$ cat config.mk
export PLATFORM = sky130hd
export DESIGN_NAME = por_strap_ctrl
export DESIGN_NICKNAME = d
export VERILOG_FILES = /design/src/rtl/porcfg_pkg.sv /design/src/rtl/rst_sync.sv /design/src/rtl/por_seq_fsm.sv /design/src/rtl/strap_capture.sv /design/src/rtl/por_strap_ctrl.sv
export SDC_FILE = /design/constraint.sdc
export NUM_CORES = 1
export LEC_CHECK = 0
export BUFFER_PORTS_ARGS = -buffer_cell sky130_fd_sc_hd__buf_4
export CORE_MARGIN = 2
export CORE_UTILIZATION = 55
export CTS_BUF_LIST = sky130_fd_sc_hd__clkbuf_4
export CTS_CLUSTER_DIAMETER = 150
export DETAILED_ROUTE_END_ITERATION = 8
export HOLD_SLACK_MARGIN = 0.15
export PLACE_DENSITY = 0.85
export SETUP_SLACK_MARGIN = 0.05
export SYNTH_ARGS = -nofsm -noshare
export SYNTH_HDL_FRONTEND = slang
export SYNTH_SLANG_ARGS = --single-unit
$ cat constraint.sdc
create_clock -name clk -period 1.4 [get_ports clk]
set_clock_uncertainty 0.1 [all_clocks]
set_input_delay 0.07 -clock clk [delete_from_list [all_inputs] [get_ports clk]]
set_output_delay 0.07 -clock clk [all_outputs]
set_load 0.02 [all_outputs]
$ cat src/rtl/porcfg_pkg.sv
package porcfg_pkg;

    typedef enum logic [1:0] {
        ST_RESET    = 2'd0,
        ST_POR_WAIT = 2'd1,
        ST_SETTLE   = 2'd2,
        ST_READY    = 2'd3
    } pc_state_e;

    typedef struct packed {
        logic bus32;
        logic speed100;
        logic full_dup;
        logic autoneg;
    } strap_cfg_t;

    // One speed strap expands to a whole default link setup
    function automatic strap_cfg_t decode_straps(input logic width, input logic speed);
        strap_cfg_t c;
        c.bus32    = width;
        c.speed100 = speed;
        c.full_dup = 1'b0;
        c.autoneg  = speed;
        return c;
    endfunction

endpackage

$ cat src/rtl/rst_sync.sv
module rst_sync #(
    parameter int STAGES = 2
) (
    input  logic clk,
    input  logic arst_n,
    output logic srst_n
);
    logic [STAGES-1:0] chain_q;

    always_ff @(posedge clk or negedge arst_n) begin
        if (!arst_n) chain_q <= '0;
        else         chain_q <= {chain_q[STAGES-2:0], 1'b1};
    end

    assign srst_n = chain_q[STAGES-1];
endmodule

$ cat src/rtl/por_seq_fsm.sv
module por_seq_fsm
    import porcfg_pkg::*;
#(
    parameter int HOLD_CYC  = 575000,
    parameter int READY_DLY = 16
) (
    input  logic      clk,
    input  logic      rst_n,
    input  logic      por_req,
    output logic      int_rst_n,
    output logic      ready,
    output logic      capture
);
    localparam int MAXC = (HOLD_CYC > READY_DLY) ? HOLD_CYC : READY_DLY;
    localparam int CW   = $clog2(MAXC + 1);
    localparam logic [CW-1:0] HOLD_LAST = CW'(HOLD_CYC - 1);
    localparam logic [CW-1:0] RDY_LAST  = CW'(READY_DLY - 1);

    pc_state_e     state, state_nx;
    logic [CW-1:0] cnt, cnt_nx;
    logic          por_pend;
    logic          hold_done;

    assign hold_done = (state == ST_POR_WAIT) && (cnt == HOLD_LAST);

    // Power-up request is remembered until its interval has fully elapsed
    always_ff @(posedge clk or posedge por_req) begin
        if (por_req)        por_pend <= 1'b1;
        else if (hold_done) por_pend <= 1'b0;
    end

    // State register
    always_ff @(posedge clk or negedge rst_n) begin
        if (!rst_n) begin
            state <= ST_RESET;
            cnt   <= '0;
        end else begin
            state <= state_nx;
            cnt   <= cnt_nx;
        end
    end

    // Next state
    always_comb begin
        state_nx = state;
        cnt_nx   = cnt + 1'b1;
        unique case (state)
            ST_RESET: begin
                cnt_nx   = '0;
                state_nx = por_pend ? ST_POR_WAIT : ST_SETTLE;
            end
            ST_POR_WAIT: begin
                if (cnt == HOLD_LAST) begin
                    state_nx = ST_SETTLE;
                    cnt_nx   = '0;
                end
            end
            ST_SETTLE: begin
                if (cnt == RDY_LAST) begin
                    state_nx = ST_READY;
                    cnt_nx   = '0;
                end
            end
            ST_READY: cnt_nx = cnt;
            default: begin
                state_nx = ST_RESET;
                cnt_nx   = '0;
            end
        endcase
    end

    // Outputs
    always_comb begin
        int_rst_n = 1'b0;
        ready     = 1'b0;
        capture   = 1'b0;
        unique case (state)
            ST_RESET:    capture   = !por_pend;
            ST_POR_WAIT: capture   = hold_done;
            ST_SETTLE:   int_rst_n = 1'b1;
            ST_READY: begin
                int_rst_n = 1'b1;
                ready     = 1'b1;
            end
            default: ;
        endcase
    end
endmodule

$ cat src/rtl/strap_capture.sv
module strap_capture
    import porcfg_pkg::*;
(
    input  logic       clk,
    input  logic       rst_n,
    input  logic       capture,
    input  logic       width_pin,
    input  logic       speed_pin,
    output strap_cfg_t cfg
);
    always_ff @(posedge clk or negedge rst_n) begin
        if (!rst_n)       cfg <= '0;
        else if (capture) cfg <= decode_straps(width_pin, speed_pin);
    end
endmodule

$ cat src/rtl/por_strap_ctrl.sv
module por_strap_ctrl
    import porcfg_pkg::*;
#(
    parameter int CLK_HZ    = 25_000_000,
    parameter int HOLD_US   = 23_000,
    parameter int READY_DLY = 16
) (
    input  logic clk,
    input  logic por_start,
    input  logic ext_rst_n,
    input  logic strap_width,
    input  logic strap_speed,
    output logic sys_rst_n,
    output logic cfg_bus32,
    output logic cfg_speed100,
    output logic cfg_full_duplex,
    output logic cfg_autoneg,
    output logic dev_ready
);
    localparam longint HOLD_L   = (longint'(CLK_HZ) * longint'(HOLD_US)) / 64'd1000000;
    localparam int     HOLD_CYC = (HOLD_L < 1) ? 1 : int'(HOLD_L);
    localparam int     RDY_CYC  = (READY_DLY < 1) ? 1 : READY_DLY;

    logic       arst_n;
    logic       srst_n;
    logic       capture;
    strap_cfg_t cfg;

    assign arst_n = ext_rst_n & ~por_start;

    rst_sync #(.STAGES(2)) u_sync (
        .clk    (clk),
        .arst_n (arst_n),
        .srst_n (srst_n)
    );

    por_seq_fsm #(.HOLD_CYC(HOLD_CYC), .READY_DLY(RDY_CYC)) u_fsm (
        .clk       (clk),
        .rst_n     (srst_n),
        .por_req   (por_start),
        .int_rst_n (sys_rst_n),
        .ready     (dev_ready),
        .capture   (capture)
    );

    strap_capture u_cap (
        .clk       (clk),
        .rst_n     (srst_n),
        .capture   (capture),
        .width_pin (strap_width),
        .speed_pin (strap_speed),
        .cfg       (cfg)
    );

    assign cfg_bus32       = cfg.bus32;
    assign cfg_speed100    = cfg.speed100;
    assign cfg_full_duplex = cfg.full_dup;
    assign cfg_autoneg     = cfg.autoneg;
endmodule

* Yosys cells after proc, flatten, opt, wreduce, memory -nomap -nowiden
Index checks and enable logic that the tools add are counted.
** Word-level totals
- Register bits :: 27
- Output and inout port bits :: 6
- Bits of input ports :: 5
- Memories :: 0
- Latch bits :: 0
- Memory bits (writable) :: 0
- Word-level logic and storage cells :: 32
- Bits in read-only memories :: 0
** Operators by class
- $lt $le $gt $ge :: 0
- Reduce and logical (&&, ||, !) cells :: 6
- Eq/ne operators :: 7
- Div/mod/pow operators :: 0
- Bitwise gates (word level) :: 2
- Multiplexer cells :: 10
- $add $sub $neg :: 1
- Multiply operators :: 0
- Shift-type cells :: 0
** Operator list (number)
- case mux 20 bit (3 select lines) :: 1
- 2-to-1 mux 20 bit :: 2
- adder 20 x 1 -> 20 bit, second input constant :: 1
- equality test 20 bit, second input constant :: 1
- equality test 20 x 4 -> 1 bit, second input constant :: 1
- 2-to-1 mux 2 bit :: 3
- case mux 2 bit (3 select lines) :: 1
- equality test 2 bit, second input constant :: 2
- AND reduction 3 bit :: 1
- nonzero test 3 bit :: 1
- equality test 2 x 1 -> 1 bit, second input constant :: 1
- zero test 2 bit :: 1
- 2-to-1 mux 1 bit :: 2
- inequality test 2 x 1 -> 1 bit, second input constant :: 1
- inequality test 2 bit, second input constant :: 1
- case mux 1 bit (2 select lines) :: 1
- OR reduction 2 bit :: 1
- AND 1 bit :: 1
- logical AND 1 bit :: 1
- zero test 1 bit :: 1
- inverter 1 bit :: 1

* Longest topological paths before layout
Gate-level depths: netlist (run 1).
- Depth in word-level cells :: 3
- Depth in mapped cells :: 8
- Depth with buffers taken out :: 7

* Cells and area by module
From an unflattened synthesis (run 1), not the netlist that was laid out.
** Unflattened totals
- Cell total of the unflattened synthesis :: 162
- Area, all modules :: 1569.0 sq um
** Modules (own cells, without submodules)
- por_seq_fsm :: instances 1, seq. area each 576.8 sq um, cells an instance 151, area an instance 1410.1 sq um
- strap_capture :: instances 1, seq. area each 50.0 sq um, cells an instance 7, area an instance 91.3 sq um
- rst_sync :: instances 1, seq. area each 50.0 sq um, cells an instance 3, area an instance 53.8 sq um
- por_strap_ctrl :: instances 1, seq. area each 0.0 sq um, cells an instance 1, area an instance 13.8 sq um

* Least setup slack after synthesis (run 1)
No wires, ideal clock.
- Kind :: register -> register
- From :: reg u_fsm.cnt[0]
- To :: reg u_fsm.cnt[3]
- Data arrival time :: 1.897 ns
- Required time :: 1.179 ns
- Path slack :: -0.718 ns
- Path buffers :: 1
- Period minus slack after synthesis :: 2.118 ns
- Setup time :: 0.121 ns
- Stages on the path, launching flop included :: 9
- Cells stage by stage :: dfrtp_1 > ha_1 > and4bb_2 > nand3_1 > nor4_4 > o21a_4 > nor2_4 > buf_6 > a22o_1
** On the way
- Cells in the longest elaborated chain, start to end :: 3
- Elaborated cells on any way between the ends :: 6
- Classes of those cells :: add/sub: 1; eq/ne: 2; mux: 3
** RTL lines
- start: declaration :: RTL line por_seq_fsm.sv:20 : logic [CW-1:0] cnt, cnt_nx;
- start signal: assignment :: RTL line por_seq_fsm.sv:39 : cnt <= cnt_nx;
- adder 20 x 1 -> 20 bit (tied with other cells) :: RTL line por_seq_fsm.sv:46 : cnt_nx = cnt + 1'b1;
- 2-to-1 mux 20 bit, on equally long branches :: RTL line por_seq_fsm.sv:59, por_seq_fsm.sv:53
- case mux 20 bit (3 select lines) * :: RTL line por_seq_fsm.sv:47 : unique case (state)
Every way passes the cells marked *; elsewhere a longest branch is shown, timed or not.
A chain may end at the register's enable or synchronous reset.

* Worst setup path after layout (run 1)
- From :: reg u_fsm.cnt[0]
- To :: reg u_fsm.cnt[5]
Same word-level chain as after synthesis.

==> results of run 1 <==
## cell usage after synthesis, types with 4 or more instances
cell type and count:
a21o_1 9, dfrtp_1 26, nor2b_1 4, a22o_1 11
o21ai_0 14, inv_1 6, nor3_1 5, nor2_1 14
nand3_1 8, ha_1 5, a21oi_1 6, nand2_1 16
## per-layer routing
layer  share of wire  routed length [um]  track usage  up-vias
met1            0.37                2160        0.458      822
met5               0                   0            0        -
met4           0.068                 398        0.236        0
met3           0.090                 531       0.0658       46
li1                -                   -            -      750
met2            0.47                2790        0.598      145
## critical path: cells and delay by family (launching register included)
kind | cells | cell delay, ps
flops | 1 | 420
fa+ha+maj | 1 | 190
simple gates | 4 | 780
buf+inv | 2 | 280
compound gates | 2 | 320
## report_power, final
group	internal [mW]	switching [mW]	leakage, nW
registers	0.786	0.00301	0.354
clock network	0.108	0.256	0.0177
logic	0.0319	0.0334	0.748
## final cells by class
| class | count | area (um2) |
|---|---|---|
| tap | 31 | 38.8 |
| inverter | 6 | 22.5 |
| clock inverter | 1 | 5.00 |
| timing repair buffer | 80 | 659 |
| fill | 113 | 384 |
| sequential | 27 | 678 |
| clock buffer | 3 | 22.5 |
| multi-input combinational | 125 | 923 |
## registers in the layout (all words and copies together), names as in the netlist
register,count
u_fsm.cnt,20
u_cap.cfg,2
u_fsm.state,2
u_sync.chain_q,2
u_fsm.por_pend,1
## cell usage in the layout, fill, tap and decap left out, types with 3 or more instances in the layout
master,instances
a21o_1,9
a21oi_1,4
a22o_1,11
buf_4,63
buf_6,9
clkbuf_4,3
dfrtp_1,25
dlygate4sd3_1,7
inv_1,6
mux2_2,3
mux2i_1,3
nand2_1,16
nand3_1,7
nand4_1,3
nor2_1,13
nor2b_1,4
nor3_1,4
o21ai_0,5
o21ai_1,4
o21ai_2,5
## through the flow
stage | instance area, um2 | worst slack [ps] | hold slack, ps | TNS (ps) | total power, mW
4_1_cts | 2240 | -624 | 176 | -14070 | 1.20
6_report | 2350 | -766 | 184 | -16130 | 1.22
3_3_place_gp | 2010 | -607 | -121 | -12790 | 0.850
3_5_place_dp | 2010 | -696 | -109 | -14860 | 0.852
2_1_floorplan | 1600 | -524 | -227 | -10140 | 0.830
5_1_grt | 2350 | -825 | 191 | -18690 | 1.25
## cell families after synthesis
kind of cell	after synthesis	share of synthesized area
other	2	0.00481
multiplexers	6	0.0408
adder cells (fa/ha/maj)	5	0.0400
AO/OA/AOI/OAI	47	0.211
buffers and inverters	12	0.0456
flip-flops	27	0.433
AND/OR/NAND/NOR	65	0.224
## repair_timing
| item | 4_1_cts | 5_1_grt |
|---|---|---|
| resized for setup | 26 | 11 |
| setup buffers | 7 | 10 |
| hold endpoints to repair | 29 | 0 |
| cloned | 0 | 0 |
| pin swaps | 10 | 6 |
| hold buffers | 7 | 0 |
| endpoints found under the setup margin | 27 | 27 |
## how the worst max path moves through the flow
stage	to	cells past startpoint
floorplan	u_fsm.cnt[3]	8
global placement	u_fsm.cnt[5]	8
detailed placement	u_fsm.cnt[18]	7
CTS	u_fsm.cnt[18]	7
global route	u_fsm.cnt[9]	9
finish	u_fsm.cnt[5]	9
==> qor.csv, run 1 <==
stage;metric;value;unit
outcome;status;complete, but fails checks;
outcome;failing checks;negative setup slack;
sta;Worst Slack Setup Final;-766;ps
drt;wire per inst;21.5;um
cts;CTS Sinks;27;
placed_design;RePlAce Congestion;0.874;
cts;clock transition at the registers of the reported paths;160;ps
sta;Final Cycle Share;1.55;
yosys;number of synthesized flops with an enable pin;0;
die;Initial Util;0.572;
flow_run;max_cap viols;0;
placed_design;post-DP HPWL;3080;um
yosys;syn nets;174;
placed_design;Placed Instances;246;
sta;RSZ-0062 raised after global routing;true;
worst_setup_path;worst-path cell chain;ha_2 > and4bb_2 > nand3_4 > nor4_4 > buf_4 > o21a_4 > buf_6 > or4_1 > o21ai_1;
yosys;Ys Warns;0;
cts;CTS Buffer Depth;2;
final_layout;Non-Filler Instances;273;
drt;First-pass DRT Iterations;7;
global_routing;largest net degree at the start of global routing;16;
cts;total CTS buffers;3;
drt;Final ANT Viol Nets;0;
yosys;Async SR Flop Fraction;1.00;
worst_setup_path;critical path type;reg2reg;
worst_setup_path;crit path launch;u_fsm.cnt[0];
cts;Root Buffer Master;clkbuf_4;
cts;Skew-Pair Late Insertion Delay;340;ps
yosys;flop and latch count out of synthesis;27;
worst_setup_path;worst r2r path cells;9;
final_layout;final core utilization;0.859;
drt;final wirelength;5880;um
die;Die Wd;57.3;um
global_routing;first-pass GRT wire length;9000;um
final_layout;ANT cells;0;
worst_setup_path;FF-to-FF End;u_fsm.cnt[5];
die;Die Ht;57.3;um
final_layout;Area Overhead vs Synth;50.4;%
die;FP Rows;19;
yosys;Area contributors post-synth;dfrtp_1, a22o_1, o21ai_0;
drt;DRC viols;0;
yosys;Top FF cell, synth;dfrtp_1;
worst_setup_path;Worst Setup End Kind;flop;
sta;Peak Freq;0.462;GHz
cts;CTS tree;done;
sta;fin. max-slew vios;0;
pwr;Max VDD drop;534;uV
yosys;Unique masters post-synth;40;
pwr;Pwr per Cell Area;518;nW/um2
die;num ports;11;
worst_setup_path;crit path launch type;flop;
placed_design;# port buffers;9;
sta;Final Critical Period;2170;ps
sta;Fin. Hold Viols;0;
die;full die area;3280;um2
worst_setup_path;Max stage delay on crit path;420;ps
worst_setup_path;R2R Setup Slk;-770;ps
yosys;Post-Syn Area;1560;um2
yosys;Yosys top cell by area;dfrtp_1;
sta;Final Setup Violations;27;
worst_setup_path;Critical Path Slowest Stage Cell;dfrtp_1;
worst_setup_path;CP Data Required Time;1580;ps
cts;H-tree levels;1;
global_routing;vias in the first global route;1764;
drt;Vias/cell;6.46;
drt;DRT iter0 DRCs;142;
yosys;Mapped Cells;164;
yosys;Syn Area/Cell;9.53;um2
worst_hold_path;Hold Crit Class;in2async;
final_layout;share of layout cells above drive strength 1;0.438;
global_routing;Total GRT Usage;0.370;
final_layout;nets;253;
global_routing;initial antenna violation count;0;
yosys;Yosys top cell area share;0.416;
worst_setup_path;RR Startpoint;u_fsm.cnt[0];
drt;vias;1763;
yosys;sequential area share after synthesis;0.433;
global_routing;grt total ovfl;0;
worst_setup_path;CP max FO;4;
die;core area;2730;um2
worst_setup_path;Data arrival, critical path;2340;ps
pwr;leakage power;1.12;nW
(Power assumes the default switching activity.)
==> run 2: changes to the inputs <==
--- a/config.mk
+++ b/config.mk
@@ -12,7 +12,7 @@
 export CTS_CLUSTER_DIAMETER = 150
 export DETAILED_ROUTE_END_ITERATION = 8
 export HOLD_SLACK_MARGIN = 0.15
-export PLACE_DENSITY = 0.85
+export PLACE_DENSITY = 0.77
 export SETUP_SLACK_MARGIN = 0.05
 export SYNTH_ARGS = -nofsm -noshare
 export SYNTH_HDL_FRONTEND = slang
==> run 2 against run 1 <==
The run still ends with negative setup slack left. Routed wire length increased by 15%. Sequential cell count unchanged. Worst hold slack improved by 37 ps. Critical path depth unchanged. Cell area increased by 3.9%. Setup slack got worse by 91 ps. Combinational power increased by 8.6%. Register-to-register slack got worse by 90 ps. Global-route usage decreased by 4.5 points. Largest cell class unchanged.
==> qor.csv, run 2 (synthesis results as in run 1) <==
stage;metric;value;unit;change
cts;CTS Buffer Depth;2;;unchanged
sta;Fin. Hold Viols;0;;unchanged
pwr;leakage power;1.14;nW;+2.0%
drt;DRC viols;0;;unchanged
worst_setup_path;CP Data Required Time;1550;ps;-30 ps
sta;Final Setup Violations;27;;unchanged
final_layout;share of layout cells above drive strength 1;0.458;;+0.0203
global_routing;largest net degree at the start of global routing;15;;-1
sta;Final Critical Period;2260;ps;+91.3 ps
drt;Final ANT Viol Nets;0;;unchanged
die;Initial Util;0.572;;unchanged
sta;fin. max-slew vios;0;;unchanged
final_layout;final instance area;2440;um2;+3.9%
placed_design;post-DP HPWL;3030;um;-1.8%
cts;total CTS buffers;3;;unchanged
worst_hold_path;Hold Crit Class;in2async;;
worst_setup_path;crit path launch type;flop;;
cts;H-tree levels;1;;unchanged
worst_setup_path;Critical Path Slowest Stage Cell;dfrtp_1;;
global_routing;vias in the first global route;1752;;-0.68%
outcome;failing checks;negative setup slack;;
drt;Vias/cell;6.89;;+6.7%
worst_setup_path;Data arrival, critical path;2410;ps;+70 ps
cts;CTS tree;done;;
final_layout;max reg flops;20;;unchanged
global_routing;grt total ovfl;0;;unchanged
pwr;Max VDD drop;657;uV;+23%
cts;CTS Sinks;27;;unchanged
die;full die area;3280;um2;unchanged
cts;Root Buffer Master;clkbuf_4;;
worst_setup_path;CP max FO;12;;+8
final_layout;Area Overhead vs Synth;56.3;%;
final_layout;most frequent cells in the layout;buf_4, dfrtp_1, nand2_1;;
sta;Peak Freq;0.443;GHz;-4.0%
final_layout;Biggest register;u_fsm.cnt;;
die;core area;2730;um2;unchanged
drt;final wirelength;6740;um;+15%
die;num ports;11;;unchanged
drt;DRT iter0 DRCs;198;;+39%
worst_setup_path;Worst Setup End Kind;flop;;
drt;wire per inst;24.9;um;+16%
final_layout;most common cell after layout, fill and taps aside;buf_4;;
outcome;status;complete, but fails checks;;
worst_setup_path;critical path type;reg2reg;;
die;Die Ht;57.3;um;unchanged
placed_design;Placed Instance Area;2020;um2;+0.37%
die;Die Wd;57.3;um;unchanged
final_layout;final core utilization;0.893;;+0.0339
die;FP Rows;19;;unchanged
drt;First-pass DRT Iterations;5;;-2
global_routing;Total GRT Usage;0.325;;-0.0452
placed_design;RePlAce Congestion;0.909;;+4.1%
sta;Final Cycle Share;1.61;;+0.0652
placed_design;# port buffers;9;;unchanged
global_routing;initial antenna violation count;0;;unchanged
pwr;Pwr per Cell Area;509;nW/um2;-1.8%
drt;vias;1867;;+5.9%
flow_run;max_cap viols;0;;unchanged
final_layout;ANT cells;0;;unchanged
worst_setup_path;Max stage delay on crit path;470;ps;+50 ps
final_layout;nets;251;;-0.79%
cts;clock transition at the registers of the reported paths;150;ps;about the same
sta;RSZ-0062 raised after global routing;true;;
global_routing;first-pass GRT wire length;8060;um;-10%
cts;Skew-Pair Late Insertion Delay;340;ps;about the same
worst_setup_path;worst-path cell chain;ha_4 > and4bb_2 > nand3_4 > nor4_4 > buf_6 > o21a_4 > nor2_4 > buf_12 > mux2_2;;
sta;Worst Slack Setup Final;-857;ps;-91.3 ps
==> run 2: cell types whose count changed in the layout (fill, tap and decap cells not counted), sizes merged <==
cell / before / now
clkinv: 1 / 0
o21ai: 15 / 16
buf: 73 / 70
clkbuf: 3 / 4
==> run 2: where the power goes <==
| part | internal [mW] | leakage [nW] | total, mW | switching (mW) |
|---|---|---|---|---|
| Combinational | 0.0337 | 0.769 | 0.0709 | 0.0371 |
| Clock | 0.132 | 0.0184 | 0.382 | 0.250 |
| Sequential | 0.786 | 0.355 | 0.790 | 0.00386 |
==> run 2: area by class of cell <==
cell class | count | area [um2]
repair buffers | 77 | 658
well taps | 31 | 38.8
fillers | 98 | 292
inverters | 6 | 22.5
multi-input cells | 126 | 1020
flip-flops and latches | 27 | 677
clock buffers | 4 | 30.0
==> run 2: final timing paths <==
| kind | start | cells past startpoint | to | slack [ps] |
|---|---|---|---|---|
| max | u_fsm.cnt[1] | 9 | u_fsm.cnt[0] | -860 |
| min | por_start | 3 | u_fsm.por_pend | 220 |
| max reg2reg | u_fsm.cnt[1] | 9 | u_fsm.cnt[0] | -860 |
| min reg2reg | u_sync.chain_q[0] | 0 | u_sync.chain_q[1] | 290 |
| max in group asynchronous | u_sync.chain_q[1] | 2 | u_fsm.cnt[17] | 280 |
| min in group clk | u_sync.chain_q[0] | 0 | u_sync.chain_q[1] | 290 |
==> run 2: worst max-delay path: cells and delay by family (launching register included) <==
kind                       cells  cell delay [ps]
muxes                          1              260
AOI/OAI and AO/OA              1              180
adders and majority gates      1              180
buffers and inverters          2              320
and+or+nand+nor                4              660
DFF                            1              470
==> run 2: repair_timing <==
action | in CTS | in global routing
hold buffers | 7 | 0
endpoints found under the hold margin | 29 | 0
endpoints found under the setup margin | 27 | 27
buffers inserted | 5 | 9
gates cloned | 0 | 1
pin swaps | 8 | 13
gates resized for setup | 27 | 25
==> run 2: per-layer routing <==
| layer | track usage | up-vias | wire length, um |
|---|---|---|---|
| li1 | - | 752 | - |
| met1 | 0.388 | 868 | 2440 |
| met2 | 0.550 | 174 | 2980 |
| met3 | 0.0567 | 73 | 725 |
| met4 | 0.189 | 0 | 596 |
| met5 | 0 | - | 0 |
==> run 2: through the flow <==
stage               setup slack, ps  cells  hold WS (ps)  TNS, ps  total power [mW]
CTS                            -602    263           199   -13630              1.21
global route                   -874    271           248   -20040              1.26
finish                         -857    271           221   -19750              1.24
floorplan                      -524    164          -227   -10140             0.830
detailed placement             -655    247          -106   -14410             0.851
global placement               -589    247          -119   -12800             0.849
